File: src/rtl/hmac_pkg.sv
package hmac_pkg;

  typedef enum logic [1:0] {
    MODE_MAC32 = 2'b00,
    MODE_MAC64 = 2'b01,
    MODE_WORD  = 2'b10,
    MODE_MUL16 = 2'b11
  } hmacMode_t;

  // Strobes from control to datapath
  typedef struct packed {
    logic load;      // capture a new result
    logic useWord;   // word x half product instead of half x half
    logic useAcc32;  // add single-word accumulator, check overflow
    logic useAcc64;  // add double-word accumulator
  } hmacStrobe_t;

endpackage

File: src/rtl/hmac_halfsel.sv
module hmac_halfsel #(
  parameter int HALF_W = 16,
  localparam int WORD_W = 2 * HALF_W
) (
  input  logic [WORD_W-1:0] word,
  input  logic              pickUpper,
  output logic [HALF_W-1:0] half
);

  always_comb begin
    if (pickUpper) half = word[WORD_W-1:HALF_W];
    else           half = word[HALF_W-1:0];
  end

endmodule

File: src/rtl/hmac_ctrl.sv
module hmac_ctrl
  import hmac_pkg::*;
(
  input  logic        clk,
  input  logic        rstN,
  input  logic        inValid,
  input  logic [1:0]  mode,
  input  logic        accEn,
  output hmacStrobe_t strobe,
  output logic        outValid
);

  hmacMode_t modeSel;

  always_comb begin
    modeSel = hmacMode_t'(mode);
    strobe = '0;
    strobe.load = inValid;
    unique case (modeSel)
      MODE_MAC32: strobe.useAcc32 = 1'b1;
      MODE_MAC64: strobe.useAcc64 = 1'b1;
      MODE_WORD: begin
        strobe.useWord  = 1'b1;
        strobe.useAcc32 = accEn;
      end
      MODE_MUL16: ;
      default: ;
    endcase
  end

  always_ff @(posedge clk or negedge rstN) begin
    if (!rstN) outValid <= 1'b0;
    else       outValid <= inValid;
  end

endmodule

File: src/rtl/hmac_datapath.sv
module hmac_datapath
  import hmac_pkg::*;
#(
  parameter int HALF_W = 16,
  localparam int WORD_W = 2 * HALF_W,
  localparam int WIDE_W = 3 * HALF_W,
  localparam int DBL_W  = 4 * HALF_W
) (
  input  logic              clk,
  input  logic              rstN,
  input  hmacStrobe_t       strobe,
  input  logic              selA,
  input  logic              selB,
  input  logic [WORD_W-1:0] opA,
  input  logic [WORD_W-1:0] opB,
  input  logic [WORD_W-1:0] accLo,
  input  logic [WORD_W-1:0] accHi,
  output logic [WORD_W-1:0] resLo,
  output logic [WORD_W-1:0] resHi,
  output logic              ovNow,
  output logic              stickyOv
);

  localparam int NUM_OPS = 2;

  logic [WORD_W-1:0] srcWord [NUM_OPS];
  logic              srcSel  [NUM_OPS];
  logic [HALF_W-1:0] srcHalf [NUM_OPS];

  assign srcWord[0] = opA;
  assign srcWord[1] = opB;
  assign srcSel[0]  = selA;
  assign srcSel[1]  = selB;

  for (genvar g = 0; g < NUM_OPS; g++) begin : g_half
    hmac_halfsel #(.HALF_W(HALF_W)) sel_i (
      .word     (srcWord[g]),
      .pickUpper(srcSel[g]),
      .half     (srcHalf[g])
    );
  end

  // Half x half product, exact in WORD_W bits
  logic signed [WORD_W-1:0] halfProd;
  assign halfProd = $signed({{HALF_W{srcHalf[0][HALF_W-1]}}, srcHalf[0]})
                  * $signed({{HALF_W{srcHalf[1][HALF_W-1]}}, srcHalf[1]});

  // Word x half product, exact in WIDE_W bits; middle word kept
  logic signed [WIDE_W-1:0] wideProd;
  logic [WORD_W-1:0]        wordMid;
  logic [HALF_W-1:0]        fracBits;
  assign wideProd = $signed({{HALF_W{opA[WORD_W-1]}}, opA})
                  * $signed({{WORD_W{srcHalf[1][HALF_W-1]}}, srcHalf[1]});
  assign {wordMid, fracBits} = wideProd;

  // Single-word accumulate path
  logic [WORD_W-1:0] mulTerm;
  logic [WORD_W-1:0] addTerm;
  logic [WORD_W-1:0] sum32;
  logic              ovRaw;

  always_comb begin
    mulTerm = strobe.useWord ? wordMid : halfProd;
    addTerm = strobe.useAcc32 ? accLo : '0;
    sum32   = mulTerm + addTerm;
    ovRaw   = strobe.useAcc32
            & (mulTerm[WORD_W-1] == addTerm[WORD_W-1])
            & (sum32[WORD_W-1] != mulTerm[WORD_W-1]);
  end

  // Double-word accumulate path
  logic [DBL_W-1:0] sum64;
  assign sum64 = {accHi, accLo} + {{WORD_W{halfProd[WORD_W-1]}}, halfProd};

  logic [WORD_W-1:0] nextLo;
  logic [WORD_W-1:0] nextHi;

  always_comb begin
    if (strobe.useAcc64) begin
      nextLo = sum64[WORD_W-1:0];
      nextHi = sum64[DBL_W-1:WORD_W];
    end else begin
      nextLo = sum32;
      nextHi = '0;
    end
  end

  always_ff @(posedge clk or negedge rstN) begin
    if (!rstN) begin
      resLo    <= '0;
      resHi    <= '0;
      ovNow    <= 1'b0;
      stickyOv <= 1'b0;
    end else if (strobe.load) begin
      resLo <= nextLo;
      resHi <= nextHi;
      ovNow <= ovRaw;
      if (ovRaw) stickyOv <= 1'b1;
    end
  end

endmodule

File: src/rtl/hmac_top.sv
module hmac_top
  import hmac_pkg::*;
#(
  parameter int HALF_W = 16,
  localparam int WORD_W = 2 * HALF_W
) (
  input  logic              clk,
  input  logic              rstN,
  input  logic              inValid,
  input  logic [1:0]        mode,
  input  logic              accEn,
  input  logic              selA,
  input  logic              selB,
  input  logic [WORD_W-1:0] opA,
  input  logic [WORD_W-1:0] opB,
  input  logic [WORD_W-1:0] accLo,
  input  logic [WORD_W-1:0] accHi,
  output logic              outValid,
  output logic [WORD_W-1:0] resLo,
  output logic [WORD_W-1:0] resHi,
  output logic              ovNow,
  output logic              stickyOv
);

  hmacStrobe_t strobe;

  hmac_ctrl ctrl_i (
    .clk     (clk),
    .rstN    (rstN),
    .inValid (inValid),
    .mode    (mode),
    .accEn   (accEn),
    .strobe  (strobe),
    .outValid(outValid)
  );

  hmac_datapath #(.HALF_W(HALF_W)) dp_i (
    .clk     (clk),
    .rstN    (rstN),
    .strobe  (strobe),
    .selA    (selA),
    .selB    (selB),
    .opA     (opA),
    .opB     (opB),
    .accLo   (accLo),
    .accHi   (accHi),
    .resLo   (resLo),
    .resHi   (resHi),
    .ovNow   (ovNow),
    .stickyOv(stickyOv)
  );

endmodule

File: config.mk
export PLATFORM = sky130hd
export DESIGN_NAME = hmac_top
export DESIGN_NICKNAME = d
export VERILOG_FILES = /design/src/rtl/hmac_pkg.sv /design/src/rtl/hmac_halfsel.sv /design/src/rtl/hmac_ctrl.sv /design/src/rtl/hmac_datapath.sv /design/src/rtl/hmac_top.sv
export SDC_FILE = /design/constraint.sdc
export NUM_CORES = 2
export LEC_CHECK = 0
export BUFFER_PORTS_ARGS = -buffer_cell sky130_fd_sc_hd__buf_2
export CORE_AREA = 8 8 373 375
export DETAILED_ROUTE_END_ITERATION = 7
export DIE_AREA = 0 0 381 383
export GPL_ROUTABILITY_DRIVEN = 0
export HOLD_SLACK_MARGIN = 0.05
export MAX_ROUTING_LAYER = met4
export PLACE_DENSITY = 0.41
export SETUP_SLACK_MARGIN = 0.3
export SLEW_MARGIN = 20
export SYNTH_ARGS = -nofsm -noshare
export SYNTH_HDL_FRONTEND = slang
export SYNTH_HIERARCHICAL = 1
export SYNTH_SLANG_ARGS = --single-unit
File: constraint.sdc
create_clock -name clk -period 1 [get_ports clk]
set_input_delay 0.2 -clock clk [delete_from_list [all_inputs] [get_ports clk]]
set_output_delay 0.2 -clock clk [all_outputs]
set_load 0.01 [all_outputs]
==> implementation parameters <==
Parameter                              Value

Setup path
  Worst reg2reg path depth ... 2
  Launching element type of the critical path ... primary input
  WS Path Type ... in2reg
  Most frequent cell on the critical path ... sky130_fd_sc_hd__fa_1
  CP max stage delay ... around 0.58 ns
  CP Capture Type ... flip-flop
  Arrival time reported for the critical path endpoint ... 8.91 ns
  CP max-delay cell ... sky130_fd_sc_hd__fa_2
  Critical Path Fanout Max ... 7
  CP Data Required Time ... 1.21 ns

Synth
  Fraction of post-synthesis cell area in the top cell type by area ... 0.4194
  Xor-xnor portion of the synthesized cell area ... 0.03724
  Synthesized-area fraction occupied by adder cells ... 0.5199
  Synthesized-area fraction occupied by and/or/nand/nor cells ... 0.1569
  Net count of the mapped netlist ... 5279
  Cell count after synthesis ... 4107
  Portion of netlist area occupied by mux cells ... 0.02387
  Register bit count reported by yosys ... 67
  Mean Syn Cell Area ... 8.704 um2
  Fraction of synthesis flops using an asynchronous set or reset pin ... 1.000
  Complex-gate fraction of the synthesized area ... 0.1005
  Largest cells by area after synthesis ... sky130_fd_sc_hd__fa_1 (42%), sky130_fd_sc_hd__ha_1 (10%), sky130_fd_sc_hd__inv_1 (9.5%)
  Count of different cell masters after synthesis ... 93
  Share of synthesized area occupied by flip-flops and latches ... 0.04690
  Dominant combinational cell family by area after synthesis ... adder cells
  Number of enable-type register cells in the synthesized netlist ... 0
  Post-synthesis instance area ... 0.03575 mm2
  Biggest area consumer among synthesized cells ... sky130_fd_sc_hd__fa_1
  Warning count from the yosys run ... 6
  Most used flip-flop cell after synthesis ... sky130_fd_sc_hd__dfrtp_1

CTS
  Number of sinks handled by clock tree synthesis ... 67
  Number of H-tree branching levels ... 3
  Total CTS buffers ... 9
  Root buffer selected by CTS ... sky130_fd_sc_hd__clkbuf_16
  Clock transition at path regs ... approximately 0.060 ns
  Later-pin clock latency in the skew report ... 0.34 ns
  Clock tree from TritonCTS ... built
  Clock Path Buffers ... 2

STA
  Worst hold margin ... -0.1274 ns
  RSZ-0062 raised after global routing ... true
  Slew at the pin closest to its max-slew limit ... 0.5667 ns
  Final worst clock skew ... 0 ns
  Number of pins with negative max-slew slack in the final report ... 0
  Endpoints failing hold ... 67
  Final critical-path share of the clock period ... 8.695
  Slew Limit Headroom ... 0.6212
  Fin crit period ... 8.695 ns
  Smallest setup slack after layout ... -7.695 ns
  Timing-limited maximum frequency ... 0.1150 GHz
  Number of failing setup endpoints in the final timing report ... about 130

GRT
  Overall Global Routing Usage ... 0.1728
  Total congestion overflow ... 0
  Via count of the first global-routing pass ... 34050
  Initial antenna violation count ... 9
  Largest net degree at the start of global routing ... 68
  Global-route wire length before repair ... 194700 um

Die
  Initial core utilization ... 0.2692
  Die width ... 381 um
  Total die area ... 0.1459 mm2
  Row count ... 134
  Std-Cell Core Area ... around 0.13 mm2
  Count of boundary I/O pins ... 203
  Height of the die ... 383 um

Finish
  Area Overhead vs Synth ... 37.85%
  Fraction of final layout cells with drive strength greater than 1 ... 0.3188
  Final Cell Area ... 0.04928 mm2
  Number of nets at the end of the flow ... 6240

Placement
  Number of I/O port buffers ... 202
  Post-DP HPWL ... 103400 um
  Minimum setup slack after placement ... -8.508 ns
  Placed cell areas ... 0.04508 mm2

Detailed routing
  Avg Vias per Cell ... 4.456
  Remaining DRCs ... 0
  Vias after detailed routing ... 30505
  Total length of routed wires ... 121000 um
  Wire length per cell after detailed routing ... 17.68 um
  Initial DRT Pass Iterations ... 6
  Final antenna-violating net count ... 0
  DRC marker count from the first detailed-route iteration ... 1265

Hold path
  Worst hold path type ... in2async

Outcome
  Violations in the final reports ... negative hold slack, negative setup slack
  Result of the run ... finished with violations

Flow run
  Max-cap violations ... 0
## path summary, 6_finish.rpt
check                                from  slack, ns         endpoint
max                                  selB      -7.69   dp_i/resLo[31]
min                                  rstN      -0.13   dp_i/resLo[12]
max reg2reg                dp_i/resLo[24]       0.03   dp_i/resLo[24]
min reg2reg                dp_i/resLo[12]       0.50   dp_i/resLo[12]
max in group asynchronous            rstN       0.80   dp_i/resHi[19]
min in group clk                  inValid       0.29  ctrl_i/outValid
## critical path: cells and delay by family
kind,cells,cell delay (ns)
adder cells (fa/ha/maj),8,3.45
AO/OA/AOI/OAI,12,2.14
AND/OR/NAND/NOR,7,1.06
buffers and inverters,9,0.88
multiplexers,2,0.68
XOR/XNOR,3,0.44
## registers in the layout, indices dropped and copies added, names as in the netlist
| register | count |
|---|---|
| dp_i/resHi | 32 |
| dp_i/resLo | 32 |
| ctrl_i/outValid | 1 |
| dp_i/ovNow | 1 |
| dp_i/stickyOv | 1 |
## layout by cell type, fill, tap and decap left out, types with 81 or more instances in the layout
master | Yosys | routed
sky130_fd_sc_hd__buf_2 | 1 | 174
sky130_fd_sc_hd__ha_1 | 287 | 233
sky130_fd_sc_hd__buf_4 | 1 | 789
sky130_fd_sc_hd__xnor2_1 | 104 | 81
sky130_fd_sc_hd__nand2_1 | 531 | 509
sky130_fd_sc_hd__nor2_1 | 144 | 122
sky130_fd_sc_hd__a21oi_1 | 168 | 96
sky130_fd_sc_hd__inv_1 | 904 | 876
sky130_fd_sc_hd__and2_1 | 318 | 297
sky130_fd_sc_hd__buf_6 | 2 | 105
sky130_fd_sc_hd__fa_1 | 749 | 729
## repair_timing
item / 4_1_cts / 5_1_grt
endpoints found under the setup margin: 133 / 133
buffers inserted: 65 / 78
endpoints found under the hold margin: 67 / 67
pin swaps: 127 / 164
cloned: 10 / 0
gates resized for setup: 280 / 267
## final cells by class
| class | count | area, um2 |
|---|---|---|
| inverter | 905 | 3402 |
| timing repair buffer | 1117 | 8987 |
| antenna | 6 | 15.01 |
| sequential | 67 | 1677 |
| fill | 13907 | 83510 |
| clock inverter | 5 | 31.28 |
| clock buffer | 10 | 229.0 |
| tap | 1768 | 2212 |
| multi-input combinational | 2968 | 32730 |
## per-layer routing
metal,part of all wire,global-route usage,vias up
met5,0,-,-
met4,0.025,0.03881,0
met3,0.031,0.01540,127
met2,0.51,0.3041,460
met1,0.43,0.2159,15419
li1,-,-,14499
## cell families (layout without fill, tap and decap cells)
logic type,after synthesis,count (layout)
flops,67,67
xor+xnor,152,152
simple gates,1169,1169
buf+inv,1078,2037
fa+ha+maj,1036,1036
mux,70,76
other cells,0,6
compound gates,535,535
## stage by stage
stage / util / cells / TNS [ns]
after floorplan: - / 4107 / -452.36
after global placement: 0.3395 / 6672 / -523.00
after detailed placement: 0.3395 / 6672 / -522.40
after CTS: 0.3567 / 6762 / -483.56
after global routing: 0.3711 / 6846 / -500.65
final: 0.3711 / 6846 / -478.12
## synth_stat cells (42+ instances only)
cell                       count
sky130_fd_sc_hd__a21o_1       70
sky130_fd_sc_hd__clkbuf_1    164
sky130_fd_sc_hd__nand2_1     531
sky130_fd_sc_hd__ha_1        287
sky130_fd_sc_hd__inv_1       904
sky130_fd_sc_hd__fa_1        749
sky130_fd_sc_hd__o21ai_0      75
sky130_fd_sc_hd__a21oi_1     168
sky130_fd_sc_hd__xnor2_1     104
sky130_fd_sc_hd__mux2_2       42
sky130_fd_sc_hd__dfrtp_1      67
sky130_fd_sc_hd__nor2_1      144
sky130_fd_sc_hd__and2_1      318
sky130_fd_sc_hd__xor2_1       48
Power is not shown: default switching activity piles up to over one toggle a cycle in this logic, so the estimate is an artifact.
